--- config.mk ---
export PLATFORM = sky130hd
export DESIGN_NAME = smb_ara_responder
export DESIGN_NICKNAME = d
export VERILOG_FILES = /design/src/rtl/smb_ara_pkg.sv /design/src/rtl/smb_line_mon.sv /design/src/rtl/smb_ara_fsm.sv /design/src/rtl/smb_ara_responder.sv
export SDC_FILE = /design/constraint.sdc
export NUM_CORES = 1
export LEC_CHECK = 0
export BUFFER_PORTS_ARGS = -buffer_cell sky130_fd_sc_hd__buf_2
export CORE_MARGIN = 4
export CORE_UTILIZATION = 55
export CTS_CLUSTER_SIZE = 20
export DETAILED_ROUTE_END_ITERATION = 10
export GPL_ROUTABILITY_DRIVEN = 0
export PLACE_DENSITY = 0.74
export SYNTH_ARGS = -nofsm -noshare
export SYNTH_HDL_FRONTEND = slang
export SYNTH_SLANG_ARGS = --single-unit
--- constraint.sdc ---
create_clock -name clk -period 2.7 [get_ports clk]
set_clock_uncertainty 0.15 [all_clocks]
set_input_delay 0.54 -clock clk [delete_from_list [all_inputs] [get_ports clk]]
set_output_delay 0.54 -clock clk [all_outputs]
set_load 0.05 [all_outputs]
--- src/rtl/smb_ara_pkg.sv ---
package smb_ara_pkg;

    localparam int BYTE_BITS = 8;
    localparam int CNT_W     = $clog2(BYTE_BITS);

    localparam logic [6:0] POLL_ADDR7   = 7'b0001100;
    localparam logic [7:0] POLL_RD_BYTE = {POLL_ADDR7, 1'b1};
    localparam logic [3:0] REPLY_HI     = 4'b0011;

    typedef enum logic [2:0] {
        ST_IDLE,      // waiting for START
        ST_ADDR,      // shifting in address byte
        ST_ACK_WAIT,  // matched, waiting for SCL low to pull ack
        ST_ACK_HOLD,  // holding ack through ninth clock
        ST_SEND,      // shifting out reply byte with arbitration
        ST_HOST_REL,  // release SDA for host ack/nack bit
        ST_HOST_ACK,  // wait for host ack/nack clock
        ST_PARK       // silent until STOP or START
    } ara_state_e;

    typedef struct packed {
        logic scl;
        logic sda;
        logic scl_rise;
        logic scl_fall;
        logic start;
        logic stop;
    } bus_evt_t;

    function automatic logic [BYTE_BITS-1:0] reply_byte(input logic [2:0] strap);
        return {REPLY_HI, strap, 1'b0};
    endfunction

    function automatic logic may_answer(input logic irq_mode, input logic act_high,
                                        input logic pending);
        return irq_mode & ~act_high & pending;
    endfunction

endpackage

--- src/rtl/smb_line_mon.sv ---
module smb_line_mon
    import smb_ara_pkg::*;
#(
    parameter int SYNC_STAGES = 2
) (
    input  logic     clk,
    input  logic     rst,
    input  logic     scl_in,
    input  logic     sda_in,
    output bus_evt_t evt
);
    localparam int TOP = SYNC_STAGES - 1;

    logic [TOP:0] scl_sh, sda_sh;
    logic         scl_prev, sda_prev;
    logic         scl_s, sda_s;

    generate
        if (SYNC_STAGES == 1) begin : g_single
            always_ff @(posedge clk) begin
                if (rst) begin
                    scl_sh <= '1;
                    sda_sh <= '1;
                end else begin
                    scl_sh <= scl_in;
                    sda_sh <= sda_in;
                end
            end
        end else begin : g_chain
            always_ff @(posedge clk) begin
                if (rst) begin
                    scl_sh <= '1;
                    sda_sh <= '1;
                end else begin
                    scl_sh <= {scl_sh[TOP-1:0], scl_in};
                    sda_sh <= {sda_sh[TOP-1:0], sda_in};
                end
            end
        end
    endgenerate

    always_ff @(posedge clk) begin
        if (rst) begin
            scl_prev <= 1'b1;
            sda_prev <= 1'b1;
        end else begin
            scl_prev <= scl_s;
            sda_prev <= sda_s;
        end
    end

    assign scl_s = scl_sh[TOP];
    assign sda_s = sda_sh[TOP];

    always_comb begin
        evt.scl      = scl_s;
        evt.sda      = sda_s;
        evt.scl_rise = scl_s & ~scl_prev;
        evt.scl_fall = ~scl_s & scl_prev;
        evt.start    = scl_s & scl_prev & ~sda_s & sda_prev;
        evt.stop     = scl_s & scl_prev & sda_s & ~sda_prev;
    end

endmodule

--- src/rtl/smb_ara_fsm.sv ---
module smb_ara_fsm
    import smb_ara_pkg::*;
(
    input  logic                 clk,
    input  logic                 rst,
    input  bus_evt_t             evt,
    input  logic [BYTE_BITS-1:0] reply,
    input  logic                 allowed,
    output logic                 sda_pull,
    output logic                 alert_clear
);
    localparam logic [CNT_W-1:0] LAST = CNT_W'(BYTE_BITS - 1);

    ara_state_e           st;
    logic [CNT_W-1:0]     cnt;
    logic [BYTE_BITS-1:0] shin;
    logic [BYTE_BITS-1:0] shin_next;
    logic                 pull, clr;

    assign shin_next = {shin[BYTE_BITS-2:0], evt.sda};

    always_ff @(posedge clk) begin
        if (rst) begin
            st   <= ST_IDLE;
            cnt  <= '0;
            shin <= '0;
            pull <= 1'b0;
            clr  <= 1'b0;
        end else begin
            clr <= 1'b0;
            if (evt.start) begin
                st   <= ST_ADDR;
                cnt  <= '0;
                pull <= 1'b0;
            end else if (evt.stop) begin
                st   <= ST_IDLE;
                pull <= 1'b0;
            end else begin
                unique case (st)
                    ST_ADDR: if (evt.scl_rise) begin
                        shin <= shin_next;
                        cnt  <= cnt + 1'b1;
                        if (cnt == LAST)
                            st <= (shin_next == POLL_RD_BYTE && allowed) ? ST_ACK_WAIT : ST_PARK;
                    end
                    ST_ACK_WAIT: if (evt.scl_fall) begin
                        pull <= 1'b1;
                        st   <= ST_ACK_HOLD;
                    end
                    ST_ACK_HOLD: if (evt.scl_fall) begin
                        pull <= ~reply[LAST];
                        cnt  <= '0;
                        st   <= ST_SEND;
                    end
                    ST_SEND: begin
                        if (evt.scl_rise) begin
                            if (!pull && !evt.sda) begin
                                st <= ST_PARK;          // arbitration lost
                            end else begin
                                cnt <= cnt + 1'b1;
                                if (cnt == LAST) st <= ST_HOST_REL;
                            end
                        end else if (evt.scl_fall) begin
                            pull <= ~reply[LAST - cnt];
                        end
                    end
                    ST_HOST_REL: if (evt.scl_fall) begin
                        pull <= 1'b0;
                        st   <= ST_HOST_ACK;
                    end
                    ST_HOST_ACK: if (evt.scl_rise) begin
                        clr <= 1'b1;
                        st  <= ST_PARK;
                    end
                    default: ;
                endcase
            end
        end
    end

    assign sda_pull    = pull;
    assign alert_clear = clr;

    // drive only moves while SCL is low
    a_r7_drive_scl_low: assert property (@(posedge clk) disable iff (rst)
        (pull != $past(pull)) |-> !$past(evt.scl));
    // clear is a single-cycle pulse
    a_r5_clear_single: assert property (@(posedge clk) disable iff (rst)
        clr |=> !clr);
    // clear only follows the host acknowledge clock of a full reply
    a_r5_clear_after_reply: assert property (@(posedge clk) disable iff (rst)
        clr |-> ($past(st) == ST_HOST_ACK));
    // silent while the address byte is shifting in
    a_r1_quiet_in_addr: assert property (@(posedge clk) disable iff (rst)
        (st == ST_ADDR) |-> !pull);
    // parked or idle means SDA released
    a_r4_park_quiet: assert property (@(posedge clk) disable iff (rst)
        (st == ST_PARK || st == ST_IDLE) |-> !pull);
    // acknowledge path entered only when participation was allowed
    a_r3_ack_needs_permission: assert property (@(posedge clk) disable iff (rst)
        (st == ST_ACK_WAIT && $past(st) == ST_ADDR) |-> $past(allowed));

endmodule

--- src/rtl/smb_ara_responder.sv ---
module smb_ara_responder
    import smb_ara_pkg::*;
#(
    parameter int SYNC_STAGES = 2
) (
    input  logic       clk,
    input  logic       rst,
    input  logic       scl_in,
    input  logic       sda_in,
    input  logic [2:0] strap_addr,
    input  logic       evt_irq_mode,
    input  logic       evt_active_high,
    input  logic       alert_pending,
    output logic       sda_pull,
    output logic       alert_clear
);
    bus_evt_t             evt;
    logic [BYTE_BITS-1:0] reply;
    logic                 allowed;

    assign reply   = reply_byte(strap_addr);
    assign allowed = may_answer(evt_irq_mode, evt_active_high, alert_pending);

    smb_line_mon #(.SYNC_STAGES(SYNC_STAGES)) i_mon (
        .clk    (clk),
        .rst    (rst),
        .scl_in (scl_in),
        .sda_in (sda_in),
        .evt    (evt)
    );

    smb_ara_fsm i_fsm (
        .clk         (clk),
        .rst         (rst),
        .evt         (evt),
        .reply       (reply),
        .allowed     (allowed),
        .sda_pull    (sda_pull),
        .alert_clear (alert_clear)
    );

endmodule

## Word level (Yosys, flattened, before mapping)

Index checks and enable logic that the tools add are counted.

- Register bits: 21
- Bits in latches: 0
- RAM bits: 0
- Bits in read-only memories: 0
- Word-level logic and storage cells: 102
- Memories kept: 0

- Add/subtract/negate cells: 2
- Multiply operators: 0
- Div/mod/pow operators: 0
- $lt $le $gt $ge: 1
- Equality and inequality tests: 28
- Shifts and indexed selects: 0
- Mux-type cells: 26
- Bitwise gates (word level): 18
- Reduce and logical (&&, ||, !) cells: 17

Operators by type and width:

| kind | count |
|---|---|
| $mux 3 | 14 |
| $ne 4x4->1 const B | 6 |
| $ne 2x2->1 const B | 9 |
| $pmux 3 s6 | 1 |
| $reduce_and 9->1 | 2 |
| $eq 3x3->1 const B | 4 |
| $and 1x1->1 | 9 |
| $not 1->1 | 9 |
| $pmux 3 s3 | 1 |
| $eq 8x5->1 const B | 1 |
| $mux 1 | 8 |
| $reduce_bool 8->1 | 1 |
| $eq 3x2->1 const B | 2 |
| $reduce_and 6->1 | 1 |
| $reduce_bool 3->1 | 2 |
| $reduce_bool 6->1 | 1 |
| $ne 5x3->1 const B | 1 |
| $reduce_and 5->1 | 1 |
| $lt 3x4->1 const B | 1 |
| $ne 2x1->1 const B | 2 |
| $ne 4x3->1 const B | 1 |
| $reduce_and 4->1 | 1 |
| $reduce_or 2->1 | 2 |
| $reduce_or 4->1 | 1 |
| other kinds (9) | 11 |

## Depth between registers and ports, before layout

- Word-level depth: 10
- Mapped depth: 6
- Gate-level depth less buffers: 6

## By module

From an unflattened synthesis, not the netlist that was laid out.

- Cell total of the unflattened synthesis: 118
- Area total of the unflattened synthesis: 1087.3 um^2

By module, submodules not included:

| module | times used | cells an instance | area an instance (um^2) | sequential area each (um^2) |
|---|---|---|---|---|
| smb_ara_fsm | 1 | 97 | 865.8 | 300.3 |
| smb_line_mon | 1 | 18 | 205.2 | 120.1 |
| smb_ara_responder | 1 | 3 | 16.3 | 0.0 |

## Worst setup path before layout

Ideal clock, no wire load.

- Kind: register to register
- Start: reg i_fsm.pull (netlist: i_fsm.sda_pull)
- End: reg i_fsm.cnt[1]
- Setup time: 0.070 ns
- Arrival time: 1.469 ns
- Data required time: 2.480 ns
- Setup slack: 1.012 ns
- Cell stages (with the launch flop): 6
- Path buffers: 0
- Period minus slack after synthesis: 1.688 ns
- Path through: dfxtp_1 -> nor2_1 -> nor3_4 -> o32ai_4 -> a211o_1 -> a21oi_1

- Cells in the longest elaborated chain, start to end: 4

Ends and longest elaborated chain:

| element | line | text |
|---|---|---|
| start: declaration | smb_ara_fsm.sv:18 | `logic pull, clr;` |
| start signal: assignment | smb_ara_fsm.sv:51 | `pull <= ~reply[LAST];` |
| start signal: assignment | smb_ara_fsm.sv:64 | `pull <= ~reply[LAST - cnt];` |
| $logic_not 1->1 | smb_ara_fsm.sv:57 | `if (!pull && !evt.sda) begin` |
| $logic_and 1x1->1 | smb_ara_fsm.sv:57 |  |
| $ne 2x2->1 (no line) | - |  |
| $reduce_and 6->1 (no line) | - |  |
| end signal: assignment | smb_ara_fsm.sv:42 | `cnt <= cnt + 1'b1;` |
| end signal: assignment | smb_ara_fsm.sv:60 | `cnt <= cnt + 1'b1;` |
| end: declaration | smb_ara_fsm.sv:15 | `logic [CNT_W-1:0] cnt;` |

No other way between the ends.
A chain may end at the register's enable or synchronous reset.

## Final worst setup path

- Start: reg i_fsm.st[1]
- End: reg i_fsm.cnt[0]

- Cells in the longest elaborated chain, start to end: 3
- Elaborated cells between the ends (all ways): 10
- Classes of those cells: eq/ne: 7; mux: 1; reduce/logical: 2

Ends and longest elaborated chain:

| element | line | text |
|---|---|---|
| start: declaration | smb_ara_fsm.sv:14 | `ara_state_e st;` |
| start signal: assignment | smb_ara_fsm.sv:44 | `st <= (shin_next == POLL_RD_BYTE && allowed) ? ST_ACK_WAIT : ST_PARK;` |
| $eq 3x3->1 (tied with other cells) | smb_ara_fsm.sv:39 | `unique case (st)` |
| $ne 2x2->1 (no line) or $reduce_bool 3->1 (tied branches) | - |  |
| $reduce_and 6->1 (no line) | - |  |

Parallel ways exist; a longest one is shown, timed or not.

==> impl_results.md <==
- Outcome: finished, final reports clean
- Clock share of power: between 20 and 30%
- Post-synthesis compound-gate area fraction: 19.1%
- RSZ-0062 raised after global routing: no
- Number of port buffers: 11
- Top FF cell, synth: dfxtp_1
- Final setup vio count: 0
- Detailed Place HPWL: between 1000 and 1500 um
- Reg power frac: 63.3%
- Antenna cell count: 0
- Max-capacitance violation count: 0
- Root Driver: clkbuf_4
- Initial antenna violation count: 0
- Pint: a little under 0.4 mW
- Place WS: ~0.80 ns
- Commonest non-fill, non-tap cells in the layout: 21 x dfxtp_1, 12 x nor2_1, 11 x buf_2
- Register area share after synthesis: 37.4%
- Worst path bufs/invs: 0
- Layout area overhead: 6.34%
- P_leak: approximately 0.50 nW
- Pwr Total: between 0.5 and 0.6 mW
- 1st-pass router iterations: 4
- Endpoints failing hold: 0
- Setup TNS: 0 ns
- Routed WL: between 1500 and 2000 um
- Fin worst setup slack: roughly 0.9 ns
- Tcrit/Tclk final: around two thirds
- Main combinational cell family by area after synthesis: simple AND/OR/NAND/NOR gates
- Ys async rst share: 0%
- EDFF count, synth: 0
- Max Fanout on Critical Path: 18
- Setup crit end kind: flip-flop
- CTS Sinks: 21
- CTS Buf Count: 3
- DRC: 0
- Grt ovf: 0
- Pin count of the biggest net entering global routing: 19
- Post-synthesis mux area share: under 10%
- Fillers: 204
- Cts hold-fix bufs: 0
- First-pass GRT wire length: around 3200 um
- TritonCTS clock tree: yes
- Core area: ~2000 sq um
- Gate Count Post-Synth: 123
- Nets@finish: about 140
- # rows: 16
- Sw frac: between 20% and 30%
- Die X: between 50 and 60 um
- Setup bufs post-CTS: 0
- Synthesized area per cell: 9.14 sq um
- Min-Delay Path Class: in2reg
- Top cell family by delay on the critical path: compound AO/OA/AOI/OAI gates
- Synthesized-area fraction occupied by adder cells: around 2.2%
- Post-Syn Area: between 1000 and 1500 sq um
- Slowest stage delay, CP: approximately 0.73 ns
- Largest cells by area after synthesis: dfxtp_1 37%, mux2i_1 7.1%, a21oi_1 4.0%
- CP max-delay cell: dfxtp_1
- Initial Util: 57.3%
- XOR/XNOR Fraction of Synth Area: 1.56%
- Kind of critical path: reg2reg
- Layout cells sized above 1: 25.2%
- Vias in the first global route: around 790
- Most common cell after layout, fill and taps aside: dfxtp_1
- YS warnings: 0
- Detailed-route vias per instance: roughly 5.6
- Post-CTS Resized: 0
- Worst-path clk slew: approximately 0.12 ns
- Reg area: approximately 420 sq um
- Pwr dens: approximately 430 nW/um^2
- Synth Register Bits: 21
- Normalized max-slew margin: 59.1%
- Slew @ Worst Pin: about 0.61 ns
- Crit path DAT: between 1.5 and 2 ns
- Synth cell types: 41
- Setup crit start kind: flip-flop
- Via Count: ~900
- Clock Latency Late Sink: roughly 0.30 ns
- Die Span Y: 53.2 um
- Simple-gate share of the synthesized area: 27.3%
- Syn Nets: 135
- Combinational fraction of design power: ~8.2%
- GRT Overall Usage: around 15%
- Die footprint: 2830 sq um
- Cell taking the most area after synthesis: dfxtp_1
- Clk buf depth: 2
- CP required: approximately 2.8 ns
- Multi-input gate area: 644 sq um
- Peak supply drop: 0.336 mV
- Drt wl/cell: around 12 um
- H-tree Lvls: 1
- Fin crit period: roughly 1.8 ns
- Maximum clock rate: between 0.5 and 0.6 GHz
- Final antenna-violating net count: 0
- Max-slew violations: 0
- Cell Chain, Critical Path: a21boi_1 > o32ai_4 > a211o_1 > a21oi_1
- Starting DRC count in detailed routing: 20
- Top-area cell type share of the netlist area: a little under two fifths
- Switching pwr: 0.120 mW
- I/O pin count: 12
==> cell type report <==
class	instances	share of cell area (%)
Inverter	4	1.26
Sequential cell	21	35.1
Timing Repair Buffer	11	4.60
Multi-Input combinational cell	91	53.9
Clock inverter	1	0.418
Tap cell	27	2.82
Clock buffer	3	1.88
==> routing by layer <==
metal  track usage, %  vias up  share of wire [%]
li1                 -      453                  -
met3             3.38        2                5.2
met2             26.5       17                 49
met5                0        -                  0
met4             5.11        0               0.38
met1             17.8      405                 46
==> final timing paths <==
kind	from	end	slack [ns]	depth (start not counted)
setup / recovery	i_fsm.st[1]	i_fsm.cnt[0]	0.87	4
hold / removal	scl_in	i_mon.scl_sh[0]	0.26	2
setup reg to reg	i_fsm.st[1]	i_fsm.cnt[0]	0.87	4
hold reg to reg	i_mon.sda_sh[0]	i_mon.sda_sh[1]	0.28	1
==> sequential cells by signal, indices dropped and copies added (netlist names) <==
register / count
i_mon.sda_prev: 1
i_fsm.sda_pull: 1
i_fsm.cnt: 3
i_mon.sda_sh: 2
i_mon.scl_sh: 2
i_fsm.shin: 7
i_fsm.alert_clear: 1
i_mon.scl_prev: 1
i_fsm.st: 3
==> power groups by stage <==
stage	registers (mW)	clock network, mW	logic, mW
4_1_cts	0.324	0.153	0.0423
3_5_place_dp	0.331	0	0.0420
2_1_floorplan	0.326	0	0.0361
6_report	0.324	0.146	0.0419
3_3_place_gp	0.331	0	0.0409
5_1_grt	0.326	0.170	0.0466
==> cell families (layout without fill, tap and decap cells) <==
family | count (synthesis) | in the layout
AOI/OAI and AO/OA | 31 | 31
xor gates and xnor gates | 2 | 2
and+or+nand+nor | 48 | 48
buffers and inverters | 11 | 19
DFF | 21 | 21
adders and majority gates | 2 | 2
muxes | 8 | 8
==> cells in the mapped netlist, drive strengths merged, types with 3 or more instances <==
master and count:
dfxtp 21, nor2 13, a21oi 9, o21ai 9, mux2i 8, nand2 7, or2 6, buf 5
nand2b 5, inv 4, a211o 3, a31oi 3
==> through the flow <==
stage	util, %	area, sq um	hold WS [ns]	std cells
5_1_grt	61.0	1200	0.234	158
2_1_floorplan	-	1120	0.239	123
3_5_place_dp	59.6	1170	0.249	154
6_report	61.0	1200	0.261	158
3_3_place_gp	59.6	1170	0.242	154
4_1_cts	61.0	1200	0.249	158
Power figures use the tool's default switching activity.
